<file path="src/rtl/atten_ser_pkg.sv">
// Shared constants for the attenuator serializer.
// Assumes a fixed two-byte word: address byte, then value byte.
package atten_ser_pkg;
    localparam int BYTE_W    = 8;
    localparam int WORD_W    = 2 * BYTE_W;
    // Half-bit slots: two per bit, plus one tail half before the latch.
    localparam int HALVES    = 2 * WORD_W + 1;
    localparam int HC_W      = $clog2(HALVES + 1);
endpackage

</file>
<file path="src/rtl/atten_half_timer.sv">
// Compare counter that marks the end of each half bit period.
// Assumes HALF_CLKS >= 1. Restart clears the count so that the first
// half begins exactly at the restart edge.
module atten_half_timer #(
    parameter int HALF_CLKS = 4
) (
    input  logic clk,
    input  logic rst_n,
    input  logic restart,
    input  logic run,
    output logic tick
);
    localparam int CW = (HALF_CLKS > 1) ? $clog2(HALF_CLKS) : 1;
    localparam logic [CW-1:0] LAST = CW'(HALF_CLKS - 1);

    logic [CW-1:0] cnt_q;

    // Compare: the half period ends when the count reaches its limit.
    assign tick = run && (cnt_q == LAST);

    // Count system clocks within the current half period.
    always_ff @(posedge clk) begin
        if (!rst_n || restart || tick || !run) begin
            cnt_q <= '0;
        end else begin
            cnt_q <= cnt_q + 1'b1;
        end
    end
endmodule

</file>
<file path="src/rtl/atten_frame_seq.sv">
// Sequencer for the half-bit slots. It drives busy, the frame line, the
// serial clock and done, and tells the shifter when to move to the next bit.
// Assumes one tick per half period from the timer while busy.
module atten_frame_seq
    import atten_ser_pkg::*;
(
    input  logic clk,
    input  logic rst_n,
    input  logic accept,
    input  logic tick,
    output logic busy,
    output logic frame,
    output logic sclk,
    output logic done,
    output logic shift_en
);
    localparam logic [HC_W-1:0] TAIL = HC_W'(HALVES - 1);

    logic [HC_W-1:0] half_q;

    // Move to the next bit at the end of every high half (the falling edge).
    assign shift_en = busy && tick && half_q[0] && (half_q != TAIL);

    // Step through the half-bit slots and produce the framing outputs.
    always_ff @(posedge clk) begin
        if (!rst_n) begin
            busy   <= 1'b0;
            frame  <= 1'b1;
            sclk   <= 1'b0;
            done   <= 1'b0;
            half_q <= '0;
        end else begin
            done <= 1'b0;
            if (accept) begin
                busy   <= 1'b1;
                frame  <= 1'b0;
                sclk   <= 1'b0;
                half_q <= '0;
            end else if (busy && tick) begin
                if (half_q == TAIL) begin
                    busy  <= 1'b0;
                    frame <= 1'b1;
                    sclk  <= 1'b0;
                    done  <= 1'b1;
                end else begin
                    half_q <= half_q + 1'b1;
                    // Even slot ending -> high half starts; odd -> falling edge.
                    sclk   <= ~half_q[0];
                end
            end
        end
    end
endmodule

</file>
<file path="src/rtl/atten_shifter.sv">
// Shift register that holds the address and value bytes and presents the
// current bit, MSB first. Assumes the address byte is the upper half.
module atten_shifter
    import atten_ser_pkg::*;
(
    input  logic              clk,
    input  logic              rst_n,
    input  logic              load,
    input  logic [BYTE_W-1:0] addr_byte,
    input  logic [BYTE_W-1:0] val_byte,
    input  logic              shift_en,
    input  logic              active,
    output logic              bit_out
);
    logic [WORD_W-1:0] word_q;

    // Present the current MSB only while a transfer runs.
    assign bit_out = active && word_q[WORD_W-1];

    // Load the word on accept; shift left at every serial falling edge.
    always_ff @(posedge clk) begin
        if (!rst_n) begin
            word_q <= '0;
        end else if (load) begin
            word_q <= {addr_byte, val_byte};
        end else if (shift_en) begin
            word_q <= {word_q[WORD_W-2:0], 1'b0};
        end
    end
endmodule

</file>
<file path="src/rtl/atten_ser_top.sv">
// Top of the three-wire attenuator programming serializer.
// Assumes start_i is synchronous to clk. Requests are ignored while busy.
module atten_ser_top
    import atten_ser_pkg::*;
#(
    parameter int HALF_CLKS = 4
) (
    input  logic              clk,
    input  logic              rst_n,
    input  logic              start_i,
    input  logic [BYTE_W-1:0] chan_i,
    input  logic [BYTE_W-1:0] level_i,
    output logic              busy_o,
    output logic              done_o,
    output logic              sdata_o,
    output logic              sclk_o,
    output logic              frame_o
);
    logic accept;
    logic tick;
    logic shift_en;

    // A request counts only when no transfer is running.
    assign accept = start_i && !busy_o;

    atten_half_timer #(.HALF_CLKS(HALF_CLKS)) timer_i (
        .clk     (clk),
        .rst_n   (rst_n),
        .restart (accept),
        .run     (busy_o),
        .tick    (tick)
    );

    atten_frame_seq seq_i (
        .clk      (clk),
        .rst_n    (rst_n),
        .accept   (accept),
        .tick     (tick),
        .busy     (busy_o),
        .frame    (frame_o),
        .sclk     (sclk_o),
        .done     (done_o),
        .shift_en (shift_en)
    );

    atten_shifter shift_i (
        .clk       (clk),
        .rst_n     (rst_n),
        .load      (accept),
        .addr_byte (chan_i),
        .val_byte  (level_i),
        .shift_en  (shift_en),
        .active    (busy_o),
        .bit_out   (sdata_o)
    );
endmodule

</file>
<file path="config.mk">
export PLATFORM = sky130hd
export DESIGN_NAME = atten_ser_top
export DESIGN_NICKNAME = d
export VERILOG_FILES = /design/src/rtl/atten_ser_pkg.sv /design/src/rtl/atten_half_timer.sv /design/src/rtl/atten_frame_seq.sv /design/src/rtl/atten_shifter.sv /design/src/rtl/atten_ser_top.sv
export SDC_FILE = /design/constraint.sdc
export NUM_CORES = 1
export LEC_CHECK = 0
export BUFFER_PORTS_ARGS = -buffer_cell sky130_fd_sc_hd__buf_2
export CORE_MARGIN = 5
export CORE_UTILIZATION = 50
export CTS_CLUSTER_DIAMETER = 200
export DETAILED_ROUTE_END_ITERATION = 12
export GPL_TIMING_DRIVEN = 0
export PLACE_DENSITY = 0.73
export SYNTH_ARGS = -nofsm -noshare
export SYNTH_HDL_FRONTEND = slang
export SYNTH_SLANG_ARGS = --single-unit
</file>
<file path="constraint.sdc">
create_clock -name clk -period 2.2 [get_ports clk]
set_input_delay 0.44 -clock clk [delete_from_list [all_inputs] [get_ports clk]]
set_output_delay 0.44 -clock clk [all_outputs]
set_load 0.05 [all_outputs]
</file>
# Word level (Yosys, flattened, before mapping)
# Index checks and enable logic that the tools add are counted.
# word_totals
ff_bits,28
input_bits,19
out_inout_bits,5
word_cells,44
# classes
add_sub_neg,2
n_eq_ne,3
mux,10
bitwise,4
reduce_logical,18
# op_table
op,count
2-to-1 mux 16 bit,2
2-to-1 mux 1 bit,8
adder 6 x 1 -> 6 bit (second input constant),1
== test 6 bit (second input constant),1
logical AND 1 bit,6
inequality test 6 bit (second input constant),1
nonzero test 2 bit,3
NOT 1 bit,4
AND reduction 2 bit,2
logical OR 1 bit,3
OR reduction 3 bit,1
adder 2 x 1 -> 2 bit (second input constant),1
== test 2 bit (second input constant),1
zero test 1 bit,2
OR reduction 2 bit,1

# Longest topological paths before layout
# logic_depth
word_depth,7
mapped_depth,7
mapped_depth_nobuf,5

# By module
# From an unflattened synthesis, not the netlist that was laid out.
# hier_totals
hier_cells,134
area_unflattened_um2,1421.4
# modules_own_cells
mod,n_inst,cells_each,area_each_um2,seq_area_each_um2
atten_shifter,1,71,850.8,320.3
atten_frame_seq,1,54,475.5,200.2
atten_half_timer,1,8,81.3,40.0
atten_ser_top,1,1,13.8,0.0

# Worst setup path after synthesis
# No wires, ideal clock.
# synth_path
path_type,flip-flop to flip-flop
start,register seq_i.busy
end,register shift_i.word_q[10]
setup_ns,0.116
t_arrival_ns,1.790
required_time_ns,2.084
slack_ns,0.293
path_stages_with_launch,6
n_path_buf,1
synth_period_minus_slack_ns,1.907
cell_sequence,dfxtp_1 -> nand3_1 -> a31oi_4 -> clkbuf_1 -> o22ai_1 -> o211a_1
# synth_via
elab_chain_cells,5
word_cells_on_any_way,8
cone_classes,mux (1); reduce/logical (7)
# synth_lines
item,line_no,text
"start, declared",atten_frame_seq.sv:11,"output logic busy,"
"start signal, assigned",atten_frame_seq.sv:27,busy <= 1'b0;
"start signal, assigned",atten_frame_seq.sv:35,busy <= 1'b1;
"start signal, assigned",atten_frame_seq.sv:41,busy <= 1'b0;
logical AND 1 bit,atten_half_timer.sv:19,assign tick = run && (cnt_q == LAST);
logical AND 1 bit (3 in a row),atten_frame_seq.sv:22,assign shift_en = busy && tick && half_q[0] && (half_q != TAIL);
nonzero test 2 bit (no source line),n/a,
"end signal, assigned",atten_shifter.sv:25,"word_q <= {addr_byte, val_byte};"
"end signal, assigned",atten_shifter.sv:27,"word_q <= {word_q[WORD_W-2:0], 1'b0};"
"end, declared",atten_shifter.sv:15,logic [WORD_W-1:0] word_q;
# Several ways; a longest one is shown, not always the timed one.
# A chain may end at the register's enable or synchronous reset.

# Worst setup path in the final report
# layout_path
start,register timer_i.cnt_q[0]
end,register shift_i.word_q[14]
# layout_via
elab_chain_cells,6
# layout_lines
item,line_no,text
"start, declared",atten_half_timer.sv:16,logic [CW-1:0] cnt_q;
"start signal, assigned",atten_half_timer.sv:26,cnt_q <= cnt_q + 1'b1;
== test 2 bit,atten_half_timer.sv:19,
logical AND 1 bit,atten_half_timer.sv:19,
logical AND 1 bit (3 in a row),atten_frame_seq.sv:22,
nonzero test 2 bit (no source line),n/a,
# No other way between the ends.

==> metrics.txt <==
final wirelength 2790 um; antenna violations before repair 0; die area between 3000 and 4000 sq um; status finished clean; clk root buf clkbuf_4; Site Rows 18; #FFs+latches synth 28; drc violations 0; critical path startpoint category register; DP Area approximately 1400 sq um; CP arrival 2.18 ns; CP Max Fanout 10; Hold Crit Class input port to register; GPL Wtd Cong 0.836; maximum VDD drop around 510 uV; register clock-pin slew on the reported worst setup and hold paths 0.14 ns; CP max stage delay about 0.42 ns; layout cells sized above 1 0.178; postcts setup bufs 0; Final nets between 150 and 200; Synth area leader dfxtp_1; Via Count 1,137; critical path, cell by cell ha_1 -> nand3_1 -> a31oi_4 -> clkbuf_1 -> o22ai_1 -> o211a_1; Max-Cap Viols 0; Clk Latency, worst-skew pair 0.32 ns; ys flop type dfxtp_1; clock buffer depth 2; synth top area cells dfxtp_1 43%, o211a_1 12%, nor2_1 9.6%; fin crit period 1.95 ns; power per cell area roughly 640 nW/um^2; Initial Util 0.520; Buffers on Ports 22; Hold Buf Count CTS 0; Final Cycle Share 0.886; Antenna Cells 0; die height 60.8 um; final instance area 1470 sq um; worst setup path class register to register; Least-Margin Pin Slew 0.472 ns; Ports 24; number of CTS-inserted buffers 3; WL/cell 13.7 um; RSZ-0062 raised after global routing no; Req. time, crit path 2.43 ns; CTS Sinks 28; Final Hold Fails 0; core area approximately 2500 sq um; most instantiated library cell after synthesis nor2_1; Final setup viols 0; initial DRC count 45; max-slew violation count 0; width of the die 60.8 um; Worst slew margin 0.686; Mapped Cells 148; Synth Net Count 170; Slowest cell on crit path clkbuf_1; post_cts resized 0; Final TNS setup 0 ns; Synth async-reset ratio 0; EDFF count, synth 0; final hold slack 0.349 ns; Mapped Area 1290 sq um; Yosys top cell area share 0.435; Synth top cells by count 33 x nor2_1, 28 x dfxtp_1, 15 x o211a_1, 14 x o22ai_1; largest net degree at the start of global routing 16; syn_area_per_cell ~8.7 sq um; Via density 5.57; final antenna-violating net count 0; synth warn 0; Fmax 513 MHz; synth unique cells 28; LEAKAGE 0.718 nW; Setup Skew 0.00136 ns; Crit. End Element register; Layout area overhead 14.3%; GRT Residual Overflow 0; vias in the first global route between 1,000 and 1,500; H-tree Lvls 1; total track usage 0.168; sequential area share after synthesis 0.435; CTS tree built; global-route wire length before repair 4730 um; dpl hpwl 2040 um; drt first pass iters 4
-- worst paths after layout --
path	start	to	slack (ns)	cells past startpoint
worst max-delay path	timer_i.cnt_q[0]$_SDFF_PP0_	shift_i.word_q[14]$_SDFFE_PN0P_	0.25	6
worst min-delay path	start_i	seq_i.busy$_SDFFE_PN0P_	0.35	3
worst max register to register	timer_i.cnt_q[0]$_SDFF_PP0_	shift_i.word_q[14]$_SDFFE_PN0P_	0.25	6
worst min register to register	timer_i.cnt_q[0]$_SDFF_PP0_	timer_i.cnt_q[0]$_SDFF_PP0_	0.45	1
-- kinds of logic after synthesis --
family / after synthesis / synth area share
AOI/OAI and AO/OA: 42 / 0.253
xor gates and xnor gates: 1 / 0.00680
adders and majority gates: 3 / 0.0291
buffers and inverters: 14 / 0.0534
DFF: 28 / 0.435
muxes: 3 / 0.0233
and+or+nand+nor: 57 / 0.199
-- critical path: cells and delay by family (launching register included) --
kind                       cells  cell delay, ns
AOI/OAI and AO/OA              3            0.62
adders and majority gates      1            0.25
buffers and inverters          1            0.42
DFF                            1            0.36
and+or+nand+nor                1            0.22
-- metal layers --
layer,vias up,track usage,share of wire
met2,25,0.289,0.49
met4,0,0.0557,0.0082
met5,-,0,0
met3,4,0.0362,0.049
li1,583,-,-
met1,525,0.210,0.45
-- sequential cells by signal (all words and copies together), names as in the netlist --
name,cells
seq_i.half_q,6
shift_i.word_q,16
seq_i.done,1
seq_i.frame,1
seq_i.busy,1
timer_i.cnt_q,2
seq_i.sclk,1
-- area by class of cell --
class | count | area [sq um]
inverter | 3 | 11.3
tap | 30 | 37.5
buffer | 11 | 57.6
sequential | 28 | 561
multi-input combinational | 106 | 659
fill | 234 | 1000
clock buffer | 4 | 36.3
timing repair buffer | 22 | 110
-- stage by stage --
step / std cells / util / setup WS (ns) / power, mW
2_1_floorplan: 148 / - / 0.293 / 0.664
3_3_place_gp: 200 / 0.580 / 0.356 / 0.699
3_5_place_dp: 200 / 0.580 / 0.272 / 0.706
4_1_cts: 204 / 0.594 / 0.250 / 0.947
5_1_grt: 204 / 0.594 / 0.0874 / 0.991
6_report: 204 / 0.594 / 0.252 / 0.938
-- layout by cell type, fill, tap and decap left out --
master	n
clkbuf_1	8
buf_6	2
ha_1	3
xnor2_1	1
nor2b_1	1
nor2_1	33
dfxtp_1	28
nor3_4	1
inv_1	3
a31oi_4	1
and2_1	1
nor3b_1	1
o22ai_1	14
clkbuf_8	1
o21ai_0	3
mux2i_1	3
a311oi_1	1
a31oi_1	1
a21o_1	1
a21oi_1	5
o21ai_1	1
buf_2	23
or3_1	2
nand2b_1	2
nor3_1	4
o211a_1	15
clkbuf_4	3
nand2_1	8
nand3_1	3
or2_1	1
-- power breakdown --
| part | internal (mW) | switching, mW |
|---|---|---|
| Clock | 0.101 | 0.142 |
| Combinational | 0.0645 | 0.0784 |
| Sequential | 0.535 | 0.0163 |
No activity file was read; power rests on OpenSTA's default activity.
